$ cat src/rtl/trap_unit.sv
module trap_unit #(
  parameter int XLEN = 32,
  parameter int CW = 5,
  parameter logic [11:0] A_VEC = 12'h305,
  parameter logic [11:0] A_EPC = 12'h341,
  parameter logic [11:0] A_CAUSE = 12'h342,
  parameter logic [11:0] A_TVAL = 12'h343
) (
  input  logic            clk,
  input  logic            rst_n,
  input  logic [XLEN-1:0] pc_i,
  input  logic            insn_start_i,
  input  logic            retire_i,
  input  logic            ret_i,
  input  logic [XLEN-1:0] fetch_insn_i,
  input  logic            fetch_misal_i,
  input  logic            fetch_oob_i,
  output logic [XLEN-1:0] fetch_insn_o,
  input  logic            ill_i,
  input  logic            brk_i,
  input  logic            rf_acc_i,
  input  logic [4:0]      rf_idx_i,
  input  logic            rf_reduced_i,
  input  logic [XLEN-1:0] ld_data_i,
  input  logic            ld_oob_i,
  output logic [XLEN-1:0] ld_data_o,
  input  logic            st_req_i,
  input  logic            st_oob_i,
  output logic            st_en_o,
  input  logic            csr_re_i,
  input  logic            csr_we_i,
  input  logic [11:0]     csr_addr_i,
  input  logic [XLEN-1:0] csr_wdata_i,
  output logic [XLEN-1:0] csr_rdata_o,
  output logic            redirect_o,
  output logic [XLEN-1:0] redir_pc_o,
  output logic            halt_o
);
  localparam logic [XLEN-1:0] NOP = XLEN'(32'h13);
  localparam logic [CW-1:0] C_IMIS = CW'(0), C_IACC = CW'(1), C_ILL = CW'(2),
                            C_BRK = CW'(3), C_LACC = CW'(5), C_SACC = CW'(7);

  logic [XLEN-1:0] base_q, epc_q, tval_q;
  logic [1:0]      mode_q;
  logic [CW-1:0]   cause_q, pend_c, req_c, eff_c;
  logic            cfg_q, pend_v, halt_q;
  logic            csr_known, illegal, req_v, eff_v, trap_go, ret_go;

  assign fetch_insn_o = fetch_oob_i ? NOP : fetch_insn_i;
  assign ld_data_o    = ld_oob_i ? '0 : ld_data_i;
  assign st_en_o      = st_req_i & ~st_oob_i;

  assign csr_known = (csr_addr_i == A_VEC) || (csr_addr_i == A_EPC) ||
                     (csr_addr_i == A_CAUSE) || (csr_addr_i == A_TVAL);
  assign illegal = ill_i | ((csr_re_i | csr_we_i) & ~csr_known) |
                   (rf_acc_i & rf_reduced_i & rf_idx_i[4]);

  always_comb begin
    req_v = 1'b1;
    if (fetch_misal_i)    req_c = C_IMIS;
    else if (fetch_oob_i) req_c = C_IACC;
    else if (illegal)     req_c = C_ILL;
    else if (brk_i)       req_c = C_BRK;
    else if (ld_oob_i)    req_c = C_LACC;
    else if (st_oob_i)    req_c = C_SACC;
    else begin
      req_v = 1'b0;
      req_c = '0;
    end
  end

  wire keep = pend_v & ~insn_start_i;
  assign eff_v = keep | req_v;
  assign eff_c = keep ? pend_c : req_c;

  assign trap_go = retire_i & eff_v & ~halt_q;
  assign ret_go  = retire_i & ret_i & ~eff_v & ~halt_q;

  wire [XLEN-1:0] vec_pc = base_q + (XLEN'(eff_c) << 2);
  assign redirect_o = (trap_go & cfg_q) | ret_go;
  assign redir_pc_o = trap_go ? ((mode_q == 2'd1) ? vec_pc : base_q) : epc_q;
  assign halt_o     = halt_q | (trap_go & ~cfg_q);

  always_comb begin
    case (csr_addr_i)
      A_VEC:   csr_rdata_o = base_q | XLEN'(mode_q);
      A_EPC:   csr_rdata_o = epc_q;
      A_CAUSE: csr_rdata_o = XLEN'(cause_q);
      A_TVAL:  csr_rdata_o = tval_q;
      default: csr_rdata_o = '0;
    endcase
  end

  always_ff @(posedge clk) begin
    if (!rst_n) begin
      base_q  <= '0;
      mode_q  <= '0;
      cfg_q   <= 1'b0;
      epc_q   <= '0;
      cause_q <= '0;
      tval_q  <= '0;
      pend_v  <= 1'b0;
      pend_c  <= '0;
      halt_q  <= 1'b0;
    end else begin
      if (csr_we_i && csr_addr_i == A_VEC) begin
        mode_q <= csr_wdata_i[1:0];
        base_q <= {csr_wdata_i[XLEN-1:2], 2'b00};
        cfg_q  <= 1'b1;
      end
      if (trap_go) begin
        epc_q   <= pc_i;
        cause_q <= eff_c;
        tval_q  <= '0;
        if (!cfg_q) halt_q <= 1'b1;
      end else if (csr_we_i) begin
        if (csr_addr_i == A_EPC)   epc_q   <= csr_wdata_i;
        if (csr_addr_i == A_CAUSE) cause_q <= csr_wdata_i[CW-1:0];
        if (csr_addr_i == A_TVAL)  tval_q  <= csr_wdata_i;
      end
      pend_v <= retire_i ? 1'b0 : eff_v;
      pend_c <= retire_i ? '0 : eff_c;
    end
  end

  AST_CAUSE_LOG: assert property (@(posedge clk) disable iff (!rst_n)
    trap_go |=> cause_q == $past(eff_c));
  AST_EPC_LOG: assert property (@(posedge clk) disable iff (!rst_n)
    trap_go |=> epc_q == $past(pc_i));
  AST_TVAL_CLR: assert property (@(posedge clk) disable iff (!rst_n)
    trap_go |=> tval_q == '0);
  AST_NOREDIR_IDLE: assert property (@(posedge clk) disable iff (!rst_n)
    !retire_i |-> !redirect_o);
  AST_NO_REDIR_HALT: assert property (@(posedge clk) disable iff (!rst_n)
    halt_o |-> !redirect_o);
  AST_HALT_STICKY: assert property (@(posedge clk) disable iff (!rst_n)
    halt_q |=> halt_q);
  AST_NOP_INJ: assert property (@(posedge clk) disable iff (!rst_n)
    fetch_oob_i |-> fetch_insn_o == NOP);
  AST_STORE_BLOCK: assert property (@(posedge clk) disable iff (!rst_n)
    st_oob_i |-> !st_en_o);
  AST_RET_TGT: assert property (@(posedge clk) disable iff (!rst_n)
    ret_go |-> redirect_o && redir_pc_o == epc_q);
endmodule

$ cat config.mk
export PLATFORM = sky130hd
export DESIGN_NAME = trap_unit
export DESIGN_NICKNAME = d
export VERILOG_FILES = /design/src/rtl/trap_unit.sv
export SDC_FILE = /design/constraint.sdc
export NUM_CORES = 1
export LEC_CHECK = 0
export BUFFER_PORTS_ARGS = -buffer_cell sky130_fd_sc_hd__buf_4
export CORE_MARGIN = 5
export CORE_UTILIZATION = 40
export DETAILED_ROUTE_END_ITERATION = 8
export HOLD_SLACK_MARGIN = 0.08
export MAX_ROUTING_LAYER = met4
export PLACE_DENSITY_LB_ADDON = 0.12
export SETUP_SLACK_MARGIN = 0.2
export SYNTH_ARGS = -nofsm -noshare
export SYNTH_HDL_FRONTEND = slang
export SYNTH_SLANG_ARGS = --single-unit
$ cat constraint.sdc
create_clock -name clk -period 3.8 [get_ports clk]
set_clock_uncertainty 0.05 [all_clocks]
set_input_delay 0.19 -clock clk [delete_from_list [all_inputs] [get_ports clk]]
set_output_delay 0.19 -clock clk [all_outputs]
set_load 0.05 [all_outputs]
Yosys cells after proc, flatten, opt, wreduce, memory -nomap -nowiden
Cells that the tools add are included.

Equality and inequality tests: 5. Add/sub/neg operators: 1. Bitwise logic cells: 26. Muxes and demuxes: 24. Reduce and logical (&&, ||, !) cells: 13.

Operator list (count): two-way mux 32 bit (7); case mux 32 bit (4 select lines) (1); == test 12 x 10 -> 1 bit (second input constant) (4); adder 32 x 7 -> 32 bit (1); bitwise OR 32 x 2 -> 32 bit (1); two-way mux 5 bit (4); two-way mux 3 bit (6); bitwise AND 1 bit (12); AND reduction 2 bit (4); NOT 1 bit (7); two-way mux 1 bit (6); bitwise OR 1 bit (6); nonzero test 2 bit (3); OR reduction 2 bit (2); logical OR 1 bit (3); == test 2 x 1 -> 1 bit (second input constant) (1); logical AND 1 bit (1).

Input bits: 161. Output and inout port bits: 131. Register bits after elaboration: 109.

Logic depth before layout (Yosys ltp)
Depth in word-level cells: 16. Mapped depth: 15. Depth with buffers taken out: 13.

Least setup slack after synthesis
Ideal clock, no wire load.

Path kind: input to output. Start point: in csr_addr_i[5]. End point: out redir_pc_o[22]. Path buffers: 2. Arrival: 4.125 ns. Data required time: 3.560 ns. Path slack: -0.565 ns. Stages on the path: 15. Cells stage by stage: or4b_1 buf_2 o21ai_1 a41oi_1 o31a_1 inv_1 ha_1 inv_1 fa_1 nor2b_1 o31a_1 clkbuf_1 o2111ai_1 xor2_1 o21ai_0.

Longest elaborated chain between the ends: 15. Elaborated cells on any way between the ends: 24.

RTL lines: from (decl) (RTL line 32) `input logic [11:0] csr_addr_i,`; == test 12 x 10 -> 1 bit (RTL line 53) `assign csr_known = (csr_addr_i == A_VEC) || (csr_addr_i == A_EPC) ||`; logical OR 1 bit (2 in a row) (RTL line 53); logical OR 1 bit * (RTL line 54) `(csr_addr_i == A_CAUSE) || (csr_addr_i == A_TVAL);`; NOT 1 bit * (RTL line 55) `assign illegal = ill_i | ((csr_re_i | csr_we_i) & ~csr_known) |`; bitwise AND 1 bit * (RTL line 55); bitwise OR 1 bit * (2 in a row) (RTL line 55); two-way mux 3 bit * (RTL line 62) `else if (illegal) req_c = C_ILL;`; two-way mux 3 bit * (RTL line 61) `else if (fetch_oob_i) req_c = C_IACC;`; two-way mux 3 bit * (RTL line 60) `if (fetch_misal_i) req_c = C_IMIS;`; two-way mux 5 bit * (RTL line 74) `assign eff_c = keep ? pend_c : req_c;`; via eff_c[0] (RTL line 45) `logic [CW-1:0] cause_q, pend_c, req_c, eff_c;`; adder 32 x 7 -> 32 bit * (RTL line 79) `wire [XLEN-1:0] vec_pc = base_q + (XLEN'(eff_c) << 2);`; two-way mux 32 bit * (2 in a row) (RTL line 81) `assign redir_pc_o = trap_go ? ((mode_q == 2'd1) ? vec_pc : base_q) : epc_q;`; to (decl) (RTL line 36) `output logic [XLEN-1:0] redir_pc_o,`.

Mark *: on every way through the listed nets, which the timed path passes. The rest lies on a longest branch.

Final worst setup path
Start point: in csr_addr_i[11]. End point: out redir_pc_o[16].

Same word-level chain as after synthesis.

==> results.cfg <==
[layout]
final_util_pct = 60.2
diodes = 0
area_growth_syn_to_layout_pct = 49.1
final_layout_size_suffix_gt1_share_pct = 33.4
final_common_cell = buf_4
mostFrequentLayoutCells = 304 x buf_4, 152 x nand2_1, 109 x dfxtp_1
final_nets = 1316

[logic_synthesis]
synth_fp_nets = 1025
ys_seq_area_share_pct = 32.9
syn_area_um2 = 6630
yosysUniqueCellTypes = 57
synth_top_cell_area_share_pct = 32.9
ys.flop_type = dfxtp_1
async_flop_share_pct = 0
yosysTopAreaCell = dfxtp_1
synthTopCellsByArea = dfxtp_1 33%, nand2_1 8.7%, nor2b_1 6.4%, mux2i_1 5.6%, a21oi_1 5.3%
yosys_warnings = 0
syn_area_per_cell_um2 = 7.72
synth_edf_count = 0
syn_inst = 858
ys_seq_elements = 109

[route]
met2_length_um = 13200
antenna_left = 0
wl_met1_um = 11100
wl_per_cell_um = 19.6
routed_wirelength_um = 26900
vias_per_cell = 5.55
drc = 0
drt_iter0_markers = 710
vias = 7626
dr.pass1.iters = 6
dr.max_layer_used = met4
wl_met3_um = 1900

[clocking]
cts_tree = built
cts_root_buf = clkbuf_16
cts.sinks = 109
clkTransAtPathRegs_ps = 70
clkLatencyLatePin_ps = 350
cts_max_level = 3
cts_max_path_buffers = 2
cts_buffers = 9

[global_route]
track_usage_pct = 27.6
grt_pass1_wl_um = 42000
gr-total-overflow = 0
grt_pass1_vias = 7498
grt_max_degree = 47
antenna_found_initial = 0

[sta]
fmax_mhz = 284
finalHoldViolCount = 0
layout_setup_ws_ps = 276
tightest_slew_ps = 948
rsz0062_at_grt = yes
fin_crit_sh_pct = 92.7
drv_slew = 0
finalSetupViolations = 0
setup_tns_ps = 0
fin_crit_ps = 3520
slew_headroom_pct = 36.8

[placed_design]
dpl.hpwl_um = 18400
io_buffers = 287
gp_congestion = 0.863
pre_cts_slack_ps = 44.1

[run_status]
outcome = completed

[die]
initial_core_util_pct = 40.4
rows = 47
die_y_um = 139
die_x_um = 139
die_area_um2 = 19200
design.core.area_um2 = 16400
ioPinCount = 292

[power]
p_leak_nw = 4.33
p_per_area_nw_per_um2 = 305
vdd_ir_drop_max_v = 0.000205

[critical_path]
worst_ep_arrival_time_ps = 3280
cp-end-kind = output port
critical_path_class = primary input to output port
cp.required_ps = 3560
cp_max_fo = 7
start_kind = primary input

[min_path]
hp-class = primary input to register

[job]
maxCapViolations = 0
-- cells in the mapped netlist (2+ instances only) --
master	instances
buf_2	20
and3_1	6
or4bb_1	2
mux2i_1	37
and4_1	7
nor2_1	13
o2111ai_1	8
mux2_2	4
nand2_1	153
a32oi_1	2
dfxtp_1	109
o211ai_1	3
clkbuf_1	44
a31oi_1	2
ha_1	5
a21oi_1	70
a222oi_1	32
nand2b_1	3
xnor2_1	12
buf_6	7
nor3b_1	3
nor3_1	41
o21ai_1	2
xor2_1	13
nand3b_1	2
inv_1	37
a211oi_1	38
nor2b_1	68
nor4_1	6
o31a_1	2
o21ai_0	60
nand4_1	4
o21a_1	3
or3_1	2
or2_2	8
and2_1	5
nand3_1	4
nor4_4	2
-- timing repair --
action / 4_1_cts / 5_1_grt
gates cloned: 0 / 0
pin swaps: 8 / 9
setup buffers: 1 / 3
resized for setup: 17 / 11
setup endpoints to repair: 14 / 15
hold buffers: 33 / 0
endpoints found under the hold margin: 66 / 0
-- power by group --
group          internal [mW]  switching (mW)
sequential              1.18          0.0246
combinational          0.299           0.442
clock                  0.616           0.454
total                   2.09           0.920
-- cell type report --
type / instances / area [µm²]
Fill cell: 1550 / 6520
Clock buffer: 11 / 253
Sequential cell: 109 / 2180
Tap cell: 220 / 275
Inverter: 38 / 143
Timing Repair Buffer: 353 / 2820
Multi-Input combinational cell: 638 / 4130
Clock inverter: 5 / 81.3
-- layer usage --
metal | track usage, % | vias to the layer above
met1 | 34.1 | 3570
met4 | 9.27 | 0
met3 | 3.69 | 47
li1 | - | 3639
met5 | - | -
met2 | 46.6 | 370
-- per-stage QoR --
stage	power (mW)	cells	cell area (µm²)	hold slack (ps)
after global placement	1.92	1321	9070	384
after detailed placement	1.92	1321	9070	393
after global routing	3.11	1374	9880	145
after CTS	3.01	1371	9810	122
after floorplan	1.62	858	6730	258
final	3.01	1374	9880	127
-- worst paths after layout --
| kind | from | to | slack, ps | cells past startpoint |
|---|---|---|---|---|
| worst min-delay path | pc_i[14] | epc_q[14] | 130 | 3 |
| worst max-delay path | csr_addr_i[11] | redir_pc_o[16] | 280 | 16 |
| worst max register to register | pend_v | tval_q[8] | 1210 | 8 |
| worst min register to register | pend_c[4] | pend_c[4] | 400 | 2 |
-- cells by family (layout without fill, tap and decap cells) --
| family | after synthesis | after routing | synth area share (%) |
|---|---|---|---|
| muxes | 41 | 41 | 6.27 |
| DFF | 109 | 109 | 32.9 |
| buffers and inverters | 111 | 407 | 7.53 |
| AOI/OAI and AO/OA | 227 | 227 | 22.2 |
| xor gates and xnor gates | 25 | 25 | 3.30 |
| and+or+nand+nor | 339 | 339 | 26.5 |
| adders and majority gates | 6 | 6 | 1.25 |
-- worst max-delay path, stage by stage --
cell      delay, ps
buf_4           110
or4b_4          550
o21ai_4         200
a41oi_2         130
o31a_1          290
inv_2            70
ha_4            140
inv_2            40
fa_2            340
nor2b_2         140
o31a_1          230
buf_6           180
o211ai_1        110
xor2_1          220
o21ai_4         150
buf_6           170
-- sequential cells by signal, indices dropped and copies added (netlist names) --
signal and flops:
epc_q 32, tval_q 32, base_q 30, cause_q 5, pend_c 5, mode_q 2
cfg_q 1, halt_q 1, pend_v 1
No activity file was read; power rests on OpenSTA's default activity.
